**config.mk**
```make
export PLATFORM = sky130hd
export DESIGN_NAME = mdio_mc_slave
export DESIGN_NICKNAME = d
export VERILOG_FILES = /design/src/rtl/mdio_pkg.sv /design/src/rtl/mdio_preamble_det.sv /design/src/rtl/mdio_word_seq.sv /design/src/rtl/mdio_shift_reg.sv /design/src/rtl/mdio_mc_slave.sv
export SDC_FILE = /design/constraint.sdc
export NUM_CORES = 1
export LEC_CHECK = 0
export ABC_AREA = 1
export CORE_MARGIN = 4
export CORE_UTILIZATION = 55
export CTS_CLUSTER_DIAMETER = 30
export DETAILED_ROUTE_END_ITERATION = 10
export GPL_ROUTABILITY_DRIVEN = 0
export PLACE_DENSITY = 0.79
export SKIP_LAST_GASP = 1
export SYNTH_ARGS = -nofsm -noshare
export SYNTH_HDL_FRONTEND = slang
export SYNTH_SLANG_ARGS = --single-unit
```
**constraint.sdc**
```tcl
create_clock -name mdc_i -period 1.9 [get_ports mdc_i]
set_input_delay 0.38 -clock mdc_i [delete_from_list [all_inputs] [get_ports mdc_i]]
set_output_delay 0.38 -clock mdc_i [all_outputs]
set_load 0.005 [all_outputs]
```
**src/rtl/mdio_pkg.sv**
```systemverilog
package mdio_pkg;
  localparam int unsigned REG_W         = 5;
  localparam int unsigned OP_W          = 2;
  localparam int unsigned REG_LO_LAST   = 5;
  localparam int unsigned REG_HI_FIRST  = 16;
  localparam int unsigned REG_HI_LAST   = 20;
  localparam int unsigned REGS_PER_CHAN = (REG_LO_LAST + 1) + (REG_HI_LAST - REG_HI_FIRST + 1);
  localparam logic [REG_W-1:0] BURST_REG = '1;
  localparam logic [OP_W-1:0]  OP_RD     = 2'b10;
  localparam logic [OP_W-1:0]  OP_WR     = 2'b01;

  typedef enum logic [2:0] {
    ST_IDLE,
    ST_HDR,
    ST_TA1,
    ST_TA2,
    ST_DATA
  } mdio_state_e;

  function automatic logic reg_in_map(input logic [REG_W-1:0] r);
    return (r <= REG_W'(REG_LO_LAST)) ||
           ((r >= REG_W'(REG_HI_FIRST)) && (r <= REG_W'(REG_HI_LAST)));
  endfunction

  // register after r within one channel; caller handles the wrap
  function automatic logic [REG_W-1:0] reg_step(input logic [REG_W-1:0] r);
    return (r == REG_W'(REG_LO_LAST)) ? REG_W'(REG_HI_FIRST) : r + 1'b1;
  endfunction
endpackage

```
**src/rtl/mdio_preamble_det.sv**
```systemverilog
module mdio_preamble_det #(
  parameter int unsigned PRE_LEN = 32
) (
  input  logic clk_i,
  input  logic rst_ni,
  input  logic clr_i,
  input  logic bit_i,
  output logic ok_o
);
  localparam int unsigned CW = $clog2(PRE_LEN + 1);

  logic [CW-1:0] cnt_q;

  always_ff @(posedge clk_i or negedge rst_ni) begin
    if (!rst_ni)                         cnt_q <= '0;
    else if (clr_i || !bit_i)            cnt_q <= '0;
    else if (cnt_q != CW'(PRE_LEN))      cnt_q <= cnt_q + 1'b1;
  end

  assign ok_o = (cnt_q == CW'(PRE_LEN));
endmodule

```
**src/rtl/mdio_word_seq.sv**
```systemverilog
module mdio_word_seq
  import mdio_pkg::*;
#(
  parameter int unsigned CHAN_W = 2
) (
  input  logic              clk_i,
  input  logic              rst_ni,
  input  logic              load_i,
  input  logic              burst_i,
  input  logic [CHAN_W-1:0] chan_i,
  input  logic [REG_W-1:0]  reg_i,
  input  logic              adv_i,
  output logic [CHAN_W-1:0] chan_o,
  output logic [REG_W-1:0]  reg_o
);
  logic [CHAN_W-1:0] chan_q;
  logic [REG_W-1:0]  reg_q;

  always_ff @(posedge clk_i or negedge rst_ni) begin
    if (!rst_ni) begin
      chan_q <= '0;
      reg_q  <= '0;
    end else if (load_i) begin
      chan_q <= burst_i ? '0 : chan_i;
      reg_q  <= burst_i ? '0 : reg_i;
    end else if (adv_i) begin
      if (reg_q == REG_W'(REG_HI_LAST)) begin
        reg_q  <= '0;
        chan_q <= chan_q + 1'b1;
      end else begin
        reg_q  <= reg_step(reg_q);
      end
    end
  end

  assign chan_o = chan_q;
  assign reg_o  = reg_q;
endmodule

```
**src/rtl/mdio_shift_reg.sv**
```systemverilog
module mdio_shift_reg #(
  parameter int unsigned W = 16
) (
  input  logic         clk_i,
  input  logic         rst_ni,
  input  logic         load_i,
  input  logic [W-1:0] load_val_i,
  input  logic         shift_i,
  input  logic         bit_i,
  output logic [W-1:0] q_o
);
  logic [W-1:0] q_q;

  always_ff @(posedge clk_i or negedge rst_ni) begin
    if (!rst_ni)      q_q <= '0;
    else if (load_i)  q_q <= load_val_i;
    else if (shift_i) q_q <= {q_q[W-2:0], bit_i};
  end

  assign q_o = q_q;
endmodule

```
**src/rtl/mdio_mc_slave.sv**
```systemverilog
module mdio_mc_slave
  import mdio_pkg::*;
#(
  parameter int unsigned STRAP_W = 3,
  parameter int unsigned CHAN_W  = 2,
  parameter int unsigned DATA_W  = 16,
  parameter int unsigned PRE_LEN = 32
) (
  input  logic               mdc_i,
  input  logic               rst_ni,
  input  logic               mdio_i,
  output logic               mdio_o,
  output logic               mdio_oe_o,
  input  logic [STRAP_W-1:0] strap_i,
  input  logic               burst_en_i,
  output logic [CHAN_W-1:0]  rf_chan_o,
  output logic [REG_W-1:0]   rf_reg_o,
  output logic               rf_rd_o,
  output logic               rf_wr_o,
  output logic [DATA_W-1:0]  rf_wdata_o,
  input  logic [DATA_W-1:0]  rf_rdata_i
);
  localparam int unsigned N_CHAN     = 1 << CHAN_W;
  localparam int unsigned PHY_W      = STRAP_W + CHAN_W;
  localparam int unsigned HDR_BITS   = 1 + OP_W + PHY_W + REG_W;  // second start bit onward
  localparam int unsigned HCW        = $clog2(HDR_BITS);
  localparam int unsigned WORDS      = N_CHAN * REGS_PER_CHAN;
  localparam int unsigned BURST_BITS = WORDS * DATA_W;
  localparam int unsigned DCW        = $clog2(BURST_BITS);
  localparam int unsigned WBW        = $clog2(DATA_W);

  mdio_state_e          state_q;
  logic [HCW-1:0]       hcnt_q;
  logic [HDR_BITS-2:0]  hdr_q;
  logic [DCW-1:0]       dcnt_q;
  logic                 is_rd_q;
  logic                 burst_q;
  logic                 wr_q;
  logic [DATA_W-1:0]    wdata_q;

  logic                 pre_ok;
  logic [HDR_BITS-1:0]  hdr_full;
  logic [REG_W-1:0]     f_reg;
  logic [CHAN_W-1:0]    f_chan;
  logic [STRAP_W-1:0]   f_strap;
  logic [OP_W-1:0]      f_op;
  logic                 f_start;
  logic                 f_burst;
  logic                 hdr_ok;
  logic                 hdr_done;
  logic                 seq_load;
  logic                 word_end;
  logic                 data_last;
  logic                 rd_load;
  logic                 wr_cap;
  logic [DATA_W-1:0]    sr_q;

  mdio_preamble_det #(.PRE_LEN(PRE_LEN)) u_pre (
    .clk_i  (mdc_i),
    .rst_ni (rst_ni),
    .clr_i  (state_q != ST_IDLE),
    .bit_i  (mdio_i),
    .ok_o   (pre_ok)
  );

  // header fields, with the bit sampled this edge appended
  assign hdr_full = {hdr_q, mdio_i};
  assign f_reg    = hdr_full[REG_W-1:0];
  assign f_chan   = hdr_full[REG_W +: CHAN_W];
  assign f_strap  = hdr_full[REG_W+CHAN_W +: STRAP_W];
  assign f_op     = hdr_full[REG_W+PHY_W +: OP_W];
  assign f_start  = hdr_full[HDR_BITS-1];
  assign f_burst  = burst_en_i && (f_reg == BURST_REG);

  assign hdr_ok   = f_start && ((f_op == OP_RD) || (f_op == OP_WR)) &&
                    (f_strap == strap_i) && (reg_in_map(f_reg) || f_burst);
  assign hdr_done = (state_q == ST_HDR) && (hcnt_q == HCW'(HDR_BITS - 1));
  assign seq_load = hdr_done && hdr_ok;

  assign word_end  = (state_q == ST_DATA) && (dcnt_q[WBW-1:0] == WBW'(DATA_W - 1));
  assign data_last = (state_q == ST_DATA) &&
                     (dcnt_q == (burst_q ? DCW'(BURST_BITS - 1) : DCW'(DATA_W - 1)));
  // strobe in the bit period before a word's MSB; the word is loaded at its end
  assign rd_load   = is_rd_q && ((state_q == ST_TA2) || (word_end && !data_last));
  assign wr_cap    = word_end && !is_rd_q;

  mdio_word_seq #(.CHAN_W(CHAN_W)) u_seq (
    .clk_i   (mdc_i),
    .rst_ni  (rst_ni),
    .load_i  (seq_load),
    .burst_i (f_burst),
    .chan_i  (f_chan),
    .reg_i   (f_reg),
    .adv_i   (burst_q && (rd_load || wr_q)),
    .chan_o  (rf_chan_o),
    .reg_o   (rf_reg_o)
  );

  mdio_shift_reg #(.W(DATA_W)) u_sr (
    .clk_i      (mdc_i),
    .rst_ni     (rst_ni),
    .load_i     (rd_load),
    .load_val_i (rf_rdata_i),
    .shift_i    (state_q == ST_DATA),
    .bit_i      (mdio_i),
    .q_o        (sr_q)
  );

  always_ff @(posedge mdc_i or negedge rst_ni) begin
    if (!rst_ni) begin
      state_q <= ST_IDLE;
      hcnt_q  <= '0;
      hdr_q   <= '0;
      dcnt_q  <= '0;
      is_rd_q <= 1'b0;
      burst_q <= 1'b0;
    end else begin
      unique case (state_q)
        ST_IDLE: begin
          if (pre_ok && !mdio_i) begin
            state_q <= ST_HDR;
            hcnt_q  <= '0;
          end
        end
        ST_HDR: begin
          hdr_q  <= hdr_full[HDR_BITS-2:0];
          hcnt_q <= hcnt_q + 1'b1;
          if (hdr_done) begin
            if (hdr_ok) begin
              state_q <= ST_TA1;
              is_rd_q <= (f_op == OP_RD);
              burst_q <= f_burst;
            end else begin
              state_q <= ST_IDLE;
            end
          end
        end
        ST_TA1: state_q <= ST_TA2;
        ST_TA2: begin
          state_q <= ST_DATA;
          dcnt_q  <= '0;
        end
        ST_DATA: begin
          dcnt_q <= dcnt_q + 1'b1;
          if (data_last) begin
            state_q <= ST_IDLE;
            is_rd_q <= 1'b0;
          end
        end
        default: state_q <= ST_IDLE;
      endcase
    end
  end

  always_ff @(posedge mdc_i or negedge rst_ni) begin
    if (!rst_ni) begin
      wr_q    <= 1'b0;
      wdata_q <= '0;
    end else begin
      wr_q <= wr_cap;
      if (wr_cap) wdata_q <= {sr_q[DATA_W-2:0], mdio_i};
    end
  end

  assign mdio_oe_o  = is_rd_q && ((state_q == ST_TA2) || (state_q == ST_DATA));
  assign mdio_o     = (state_q == ST_DATA) && sr_q[DATA_W-1];
  assign rf_rd_o    = rd_load;
  assign rf_wr_o    = wr_q;
  assign rf_wdata_o = wdata_q;
endmodule

```
# ---- Yosys cells after proc, flatten, opt, wreduce, memory -nomap -nowiden
# Cells that the tools add are included.
dict set report word_totals {
  ff_bits 77
  latchBits 0
  mem_bits_rw 0
  romBits 0
  inputBits 23
  output_inout_bits 27
  n_memories 0
}
dict set report op_classes {
  n_addsub 5
  multipliers 0
  div 0
  order_cmp 3
  n_eq_ne 19
  n_shift 0
  n_mux 26
  bitwise 0
  n_reduce_logical 40
}
# op count
set op_table {}
lappend op_table {{2-to-1 mux 16 bit} 2}
lappend op_table {{2-to-1 mux 5 bit} 5}
lappend op_table {{case mux 10 bit (2 select lines)} 1}
lappend op_table {{logical AND 1 bit} 16}
lappend op_table {{case mux 3 bit (5 select lines)} 1}
lappend op_table {{nonzero test 2 bit} 7}
lappend op_table {{2-to-1 mux 6 bit} 2}
lappend op_table {{adder 10 x 1 -> 10 bit (second input constant)} 1}
lappend op_table {{== test 10 bit} 1}
lappend op_table {{== test 5 bit (second input constant)} 2}
lappend op_table {{2-to-1 mux 10 bit} 1}
lappend op_table {{2-to-1 mux 2 bit} 5}
lappend op_table {{2-to-1 mux 3 bit} 3}
lappend op_table {{== test 4 bit (second input constant)} 2}
lappend op_table {{inequality test 2 bit (second input constant)} 4}
lappend op_table {{case mux 4 bit (2 select lines)} 1}
lappend op_table {{logical OR 1 bit} 7}
lappend op_table {{adder 6 x 1 -> 6 bit (second input constant)} 1}
lappend op_table {{== test 3 x 2 -> 1 bit (second input constant)} 2}
lappend op_table {{== test 6 bit (second input constant)} 1}
lappend op_table {{inequality test 6 bit (second input constant)} 1}
lappend op_table {{AND reduction 3 bit} 2}
lappend op_table {{adder 5 x 1 -> 5 bit (second input constant)} 1}
lappend op_table {{== test 5 x 3 -> 1 bit (second input constant)} 1}
lappend op_table {{other kinds (18)} 23}

# ---- Logic depth before layout (Yosys ltp)
# Gate-level depths: netlist of the first run.
dict set report logic_depth {
  word_depth 11
  ltp_mapped 12
  mapped_depth_nobuf 12
}

# ---- Hierarchy
# A second synthesis of the first run with hierarchy kept.
dict set report hier_totals {
  hier_cells 492
  hier_area_um2 3915.0
}
# mod instances cells_per_inst area_per_inst_um2 seq_area_each_um2
set modules_own_cells {}
lappend modules_own_cells {mdio_mc_slave 1 281 2258.4 1201.2}
lappend modules_own_cells {mdio_shift_reg 1 88 762.0 400.4}
lappend modules_own_cells {mdio_word_seq 1 78 541.8 175.2}
lappend modules_own_cells {mdio_preamble_det 1 45 352.8 150.1}

# ---- Worst setup path before layout of the first run
# Ideal clock, no wire load.
dict set report synth_path {
  path_type {flip-flop to output port}
  from {reg dcnt_q[0]}
  to {out rf_rd_o}
  arrival_ns 1.328
  required_time_ns 1.520
  slack_ns 0.192
  path_stages_with_launch 9
  path_buffers 1
  path_cell_list {dfrtp_1 > ha_1 > nand3_2 > nor2_4 > nor2_4 > nor2_4 > nand2_4 > inv_2 > buf_4}
}
dict set report synth_via {
  elab_chain_cells 6
  word_cells_on_any_way 8
  cone_classes {2 x eq/ne; 6 x reduce/logical}
}
# item line
set synth_lines {}
lappend synth_lines {{from (decl)} mdio_mc_slave.sv:35} ;# logic [DCW-1:0] dcnt_q;
lappend synth_lines {{from (signal assigned)} mdio_mc_slave.sv:144} ;# dcnt_q <= dcnt_q + 1'b1;
lappend synth_lines {{== test 10 bit} mdio_mc_slave.sv:82} ;# (dcnt_q == (burst_q ? DCW'(BURST_BITS - 1) : DCW'(DATA_W - 1)));
lappend synth_lines {{logical AND 1 bit} mdio_mc_slave.sv:81} ;# assign data_last = (state_q == ST_DATA) &&
lappend synth_lines {{zero test 1 bit} mdio_mc_slave.sv:84} ;# assign rd_load = is_rd_q && ((state_q == ST_TA2) || (word_end && !data_last));
lappend synth_lines {{logical AND 1 bit *} mdio_mc_slave.sv:84}
lappend synth_lines {{logical OR 1 bit *} mdio_mc_slave.sv:84}
lappend synth_lines {{logical AND 1 bit *} mdio_mc_slave.sv:84}
lappend synth_lines {{to (decl)} mdio_mc_slave.sv:18} ;# output logic rf_rd_o,
# Mark *: on every way between the ends. The rest lies on a longest branch, timed or not.

# ---- Final worst setup path of the first run
# Same ends and word-level chain as after synthesis.

==> reports/metrics.yaml, run 1 <==
status:
  status: "finished with violations"
  violations: "negative setup slack"
finish:
  syn_to_final_growth_pct: 30.91
  n_antenna_cell: 0
  drive_above_1_share: 0.2046
  post-route-util: 0.7400
  final_nets: 633
  nFillCells: 517
  finish.instance_area_um2: 5368
critical_path:
  cp-end-kind: "output port"
  r2r_setup_slack_ns: -0.08
  cpMaxStageDelayCell: "dfrtp_1"
  crit_required_ns: 1.52
  critical_path.max_fanout: 2
  arrival_ns: 1.66
  rr_worst_depth: 15
  startpoint_type: "flop"
  crit_type: "reg -> out"
  slowest_delay_ns: 0.41
  cpMostUsedCell: "nor2_4"
  path_cells: "ha_4 -> nand3_4 -> buf_6 -> nor2_4 -> nor2_4 -> nor2_4 -> nand2_4 -> inv_2 -> clkbuf_2"
routing:
  drtIter0Drc: 202
  postRouteAntennaNets: 0
  wl_per_cell_um: 14.03
  viasPerCell: 5.247
  drcViolationCount: 0
  drt_wl_total_um: 9891
  vias: 3699
  drt-pass1-iter-count: 4
synthesis:
  synthAdderAreaFrac: 0.02746
  netlist_area_um2: 4100
  synth_top_family_by_area: "simple AND/OR/NAND/NOR gates"
  synth_edf_count: 0
  synth-seq-area-share: 0.4699
  ys_types: 37
  synthTopCellsByCount: "nand2_1, dfrtp_1, inv_1"
  synth_most_common_cell: "nand2_1"
  syn_inst: 503
  ys_ff_latch: 77
  syn-num-nets: 535
  synth-xor-area-share: 0.01495
  netlist.top_cell.by_area: "dfrtp_1"
  synth_compound_area_frac: 0.1163
  synthTopCellsByArea: "dfrtp_1, nand2_1, inv_1"
  synth.area.mux_share: 0.005188
  synthArstFlopShare: 1.000
  yosys_most_used_dff: "dfrtp_1"
  yosys.area.top_type_share: 0.4699
  synth-warning-count: 0
  synth.avg_cell_area_um2: 8.151
  yosys.area_share.simple: 0.2762
sta:
  max_freq_mhz: 489.6
  clock_skew_ns: 0.01066
  maxSlewHeadroom: 0.6715
  tightest_slew_ns: 0.4882
  drv_slew: 0
  rsz0062_at_grt: "yes"
  post-route-period-util: 1.075
  hold_viol_final: 0
  layout_setup_ws_ns: -0.1424
  setup_viol: 9
  fin_crit_ns: 2.042
global_routing:
  antenna_found_initial: 0
  grt_first_pass_wirelength_um: 16100
  grt_max_degree: 53
  grt_pass1_vias: 3589
  grt_overflow: 0
  grt_usage: 0.2327
floorplanning:
  num_rows: 31
  fp.dieArea_um2: 8900
  initial_core_util: 0.5653
  ios: 50
  die_h_um: 94.34
  core_area_um2: 7253
  die_w_um: 94.34
clock_tree:
  cts-htree-levels: 3
  cts_root_buffer: "clkbuf_8"
  clock_latency_ns: 0.35
  cts.sinks: 77
  path_clk_slew_ns: 0.08
  cts_buffers: 9
  max-clock-path-buffers: 2
  cts_tree: "built"
place:
  dp_hpwl_um: 6602
  dpl_cell_area_um2: 4868
  portBuffers: 49
flow_run:
  maxCapViolCount: 0
pwr:
  peakVddDrop_mv: 0.3457
  p_per_area_nw_per_um2: 537.8
  p_leak_nw: 2.605
min_path:
  hp-class: "in -> async"
-- path summary, 6_finish.rpt --
kind | startpoint | to
max in group asynchronous | rst_ni | u_pre.cnt_q[0]
max reg2reg | dcnt_q[0] | u_seq.chan_o[0]
min reg2reg | rf_wdata_o[2] | rf_wdata_o[2]
min in group mdc_i | rf_wdata_o[2] | rf_wdata_o[2]
min | rst_ni | rf_wdata_o[11]
max | dcnt_q[0] | rf_rd_o
-- cell type report --
cell class / instances / area, µm² / area share
multi-input combinational: 336 / 1942 / 0.3618
timing repair buffer: 99 / 902.1 / 0.1681
tap: 99 / 123.9 / 0.02308
sequential: 77 / 1928 / 0.3592
clock buffer: 10 / 137.6 / 0.02564
clock inverter: 6 / 38.79 / 0.007226
inverter: 78 / 295.3 / 0.05501
-- cells by family after synthesis --
logic type / count (synthesis)
flip-flops: 77
adder cells (fa/ha/maj): 9
AO/OA/AOI/OAI: 76
buffers and inverters: 90
AND/OR/NAND/NOR: 242
multiplexers: 2
XOR/XNOR: 7
-- metrics by stage --
step	hold WS, ns	power, W	TNS (ns)	instances	setup WS [ns]
after global placement	0.3077	0.001803	-0.1756	668	-0.04755
after detailed placement	0.3083	0.001805	-0.5508	668	-0.06829
after floorplan	0.08441	0.001708	0	503	0.1925
after CTS	0.4718	0.002906	-0.7168	697	-0.2111
final	0.4786	0.002887	-0.5350	705	-0.1424
after global routing	0.4910	0.003002	-2.846	705	-0.2081
-- placed cells by master (no fill, tap or decap), types with 7 or more instances in the layout --
| cell | instances |
|---|---|
| nand4_1 | 14 |
| a21oi_1 | 8 |
| clkdlybuf4s50_1 | 45 |
| nor2_1 | 24 |
| nand3_1 | 36 |
| dfrtp_1 | 76 |
| o21ai_0 | 39 |
| ha_1 | 8 |
| nor2_2 | 7 |
| buf_4 | 43 |
| inv_1 | 72 |
| clkbuf_8 | 10 |
| nand2_1 | 129 |
| nand2_2 | 7 |
| o211ai_2 | 10 |
-- where the power goes --
group | internal (W) | total, W | switching (W)
logic | 0.0000601 | 0.000124 | 0.0000638
registers | 0.00164 | 0.00165 | 0.00000558
clock network | 0.000505 | 0.00111 | 0.000609
total | 0.00221 | 0.00289 | 0.000679
-- sequential cells by signal, indices dropped and copies added, names as in the netlist --
register and cells:
dcnt_q 10, u_sr.q_o 16, burst_q 1, is_rd_q 1, rf_wdata_o 16, u_seq.chan_o 2
hcnt_q 4, u_seq.reg_o 5, rf_wr_o 1, u_pre.cnt_q 6, hdr_q 12, state_q 3
-- worst max-delay path, delay by kind of cell (launching register included) --
family | cells | cell delay [ns]
and+or+nand+nor | 5 | 0.45
buffers and inverters | 3 | 0.29
DFF | 1 | 0.41
adders and majority gates | 1 | 0.16
-- routing by layer --
layer	track usage	routed length, µm
met1	0.2808	4031
met2	0.3983	5110
met4	0.1167	239
met3	0.04382	510
met5	0	0
-- repair_timing --
item	4_1_cts	5_1_grt
resized for setup	11	38
hold buffers	1	0
hold endpoints to repair	25	0
endpoints found under the setup margin	20	37
buffers inserted	12	11
pin swaps	7	15
Note: power is estimated with default switching activity, not from simulation.
==> inputs of run 2 (changes only) <==
Settings changed: SYNTH_HIERARCHICAL from default to 1.
==> run 2 against run 1 <==
  * The run still ends with negative setup slack left
  * Register-to-register slack about the same
  * Area after synthesis down 4.5%
  * Combinational power rose to 3.8 times the previous value
  * Via count down 1.9%
  * Utilization up 1.7 points
  * Non-clock buffer count up 6
  * Global-route usage up 0.55 points
  * Routed wire length down 0.65%
  * Cell area down 3.2%
  * Maximum frequency up 3.2%
  * Clock power about the same
  * Hold slack worse by 0.0055 ns
  * Critical path type is now reg -> reg
  * Highest routed layer unchanged
==> reports/metrics.yaml, run 2 <==
place:
  pre_cts_slack_ns: -0.2232  # -0.1549 ns
  dp_hpwl_um: 6669  # +1.0%
  portBuffers: 49  # unchanged
  dp_cells: 662  # -0.90%
  dpl_cell_area_um2: 4707  # -3.3%
synthesis:
  synthTopCellsByCount: "nand2_1, dfrtp_1, nand3_1"
  ys_types: 33  # -11%
  synthTopCellsByArea: "dfrtp_1, nand2_1, nand3_1"
  yosys.area.top_type_share: 0.4922  # +0.02223
  synth-xor-area-share: 0.008949  # -0.006004
  yosys.area_share.simple: 0.3186  # +0.04246
  synth_edf_count: 0  # unchanged
  synth_top_family_by_area: "simple AND/OR/NAND/NOR gates"
  netlist.top_cell.by_area: "dfrtp_1"
  synthAdderAreaFrac: 0.02876  # +0.001299
  syn-num-nets: 524  # -2.1%
  netlist_area_um2: 3915  # -4.5%
  synth-seq-area-share: 0.4922  # +0.02223
  synth.avg_cell_area_um2: 7.957  # -2.4%
  syn_inst: 492  # -2.2%
  synth_compound_area_frac: 0.07383  # -0.04244
  synthArstFlopShare: 1.000  # unchanged
  yosys_most_used_dff: "dfrtp_1"
  ys_ff_latch: 77  # unchanged
  synth_most_common_cell: "nand2_1"
  synth.area.mux_share: 0  # -0.005188
  synth-warning-count: 6  # +6
finish:
  final_nets: 629  # -0.63%
  fin_cells: 697  # -1.1%
  mostFrequentLayoutCell: "nand2_1"
  syn_to_final_growth_pct: 32.76
  layout_common_cells: "nand2_1, dfrtp_1, nand3_1"
  finish.instance_area_um2: 5197  # -3.2%
  n_antenna_cell: 0  # unchanged
  drive_above_1_share: 0.2097  # +0.005030
pwr:
  peakVddDrop_mv: 0.3596  # +4.0%
  p_leak_nw: 2.490  # -4.4%
  p_per_area_nw_per_um2: 668.8  # +24%
clock_tree:
  max-clock-path-buffers: 2  # unchanged
  cts_tree: "built"
  cts_root_buffer: "clkbuf_8"
  path_clk_slew_ns: 0.08  # about the same
  clock_latency_ns: 0.36  # about the same
  cts.sinks: 77  # unchanged
  cts_buffers: 9  # unchanged
  cts-htree-levels: 3  # unchanged
floorplanning:
  die_w_um: 92.37  # -2.1%
  num_rows: 30  # -3.2%
  ios: 50  # unchanged
  fp.dieArea_um2: 8532  # -4.1%
  core_area_um2: 6869  # -5.3%
  die_h_um: 92.37  # -2.1%
  initial_core_util: 0.5699  # +0.004653
sta:
  clock_skew_ns: 0.008910  # -0.001748 ns
  post-route-period-util: 1.041  # -0.03374
  drv_slew: 0  # unchanged
  layout_setup_ws_ns: -0.07830  # +0.06410 ns
  tightest_slew_ns: 0.4426  # -0.04555 ns
  hold_viol_final: 0  # unchanged
  setup_viol: 7  # -2
  hold_ws_ns: 0.4731  # -0.005519 ns
  fin_crit_ns: 1.978  # -0.06410 ns
  maxSlewHeadroom: 0.7035  # +0.03199
  finalSetupTns_ns: -0.2436  # +0.2915 ns
  rsz0062_at_grt: "yes"
  max_freq_mhz: 505.5  # +3.2%
critical_path:
  path_delay_family: "simple AND/OR/NAND/NOR gates"
  crit_required_ns: 2.14  # +0.62 ns
  path_cells: "inv_2 -> nand2_2 -> buf_4 -> nor2_4 -> nand2_2 -> nor2_4 -> nand3_4 -> nor2_4 -> buf_4 -> nor2_4 -> o21ai_0 -> nand2_1"
  cpMostUsedCell: "nor2_4"
  crit_type: "reg -> reg"
  critPathBufInv: 3  # unchanged
  cp-end-kind: "flop"
  arrival_ns: 2.22  # +0.56 ns
  startpoint_type: "flop"
  slowest_delay_ns: 0.40  # about the same
  critical_path.max_fanout: 8  # +6
  cpMaxStageDelayCell: "dfrtp_1"
routing:
  wl_per_cell_um: 14.10  # +0.49%
  postRouteAntennaNets: 0  # unchanged
  highest_layer: "met4"
  viasPerCell: 5.204  # -0.82%
  drt-pass1-iter-count: 5  # +1
  drt_wl_total_um: 9827  # -0.65%
  dr_wl_met2_um: 4964  # -2.9%
  vias: 3627  # -1.9%
  wl_met1_um: 4134  # +2.6%
  drtIter0Drc: 174  # -14%
  drcViolationCount: 0  # unchanged
  wl_met3_um: 508  # -0.39%
status:
  violations: "negative setup slack"
  status: "finished with violations"
global_routing:
  grt_usage: 0.2382  # +0.005468
  antenna_found_initial: 0  # unchanged
  grt_max_degree: 29  # -45%
  grt_first_pass_wirelength_um: 16140  # +0.22%
  grt_pass1_vias: 3556  # -0.92%
  grt_overflow: 0  # unchanged
min_path:
  hp-class: "in -> async"
flow_run:
  maxCapViolCount: 0  # unchanged
==> run 2: cell types whose count changed in the layout (fill, tap and decap cells not counted), sizes merged, moves of 3 or more <==
cell	previous run	this run
nand4	14	3
inv	78	56
buf	50	59
nor2	38	42
o211ai	16	0
nand3	42	64
o21ai	46	28
nand2	141	173
xor2	4	1
==> run 2: per-layer routing <==
metal | track usage | vias to the layer above
li1 | - | 1768
met1 | 0.3007 | 1735
met2 | 0.3970 | 104
met3 | 0.05930 | 20
met4 | 0.08663 | 0
met5 | 0 | -
==> run 2: final timing paths <==
check                            from         endpoint  slack [ns]  cells past startpoint
max reg2reg                state_q[2]  u_seq/chan_o[1]       -0.08                     12
max                        state_q[2]  u_seq/chan_o[1]       -0.08                     12
min                            rst_ni         hdr_q[1]        0.47                      2
min in group mdc_i            is_rd_q          is_rd_q        0.48                      2
min reg2reg                   is_rd_q          is_rd_q        0.48                      2
max in group asynchronous      rst_ni    rf_wdata_o[0]        0.85                      3
==> run 2: logic make-up after synthesis <==
kind of cell / after synthesis
simple gates: 285
fa+ha+maj: 9
xor+xnor: 4
flops: 77
compound gates: 49
buf+inv: 68
==> run 2: power by group <==
group,switching [W],total [W],internal [W]
Clock,0.000608,0.00110,0.000493
Sequential,0.000136,0.00191,0.00177
Combinational,0.000265,0.000469,0.000204
Total,0.00101,0.00348,0.00247
==> run 2: area by class of cell <==
type,instances,area (µm²)
repair buffers,105,928.4
fillers,491,1672
clock inverters,5,27.53
inverters,56,212.7
repair inverters,1,7.507
flip-flops and latches,77,1927
clock buffers,10,137.6
well taps,96,120.1
multi-input cells,347,1837
==> run 2: repair_timing <==
item                                    in CTS  in global routing
resized for setup                           37                 27
endpoints found under the setup margin      26                 29
hold buffers                                 1                  0
gates cloned                                 1                  0
pin swaps                                   16                 22
buffers inserted                            15                  4
hold endpoints to repair                    25                  0
==> run 2: per-stage QoR <==
stage	power [W]	utilization
floorplan	0.002166	-
global placement	0.002332	0.6852
detailed placement	0.002360	0.6852
CTS	0.003455	0.7383
global route	0.003655	0.7566
finish	0.003476	0.7566
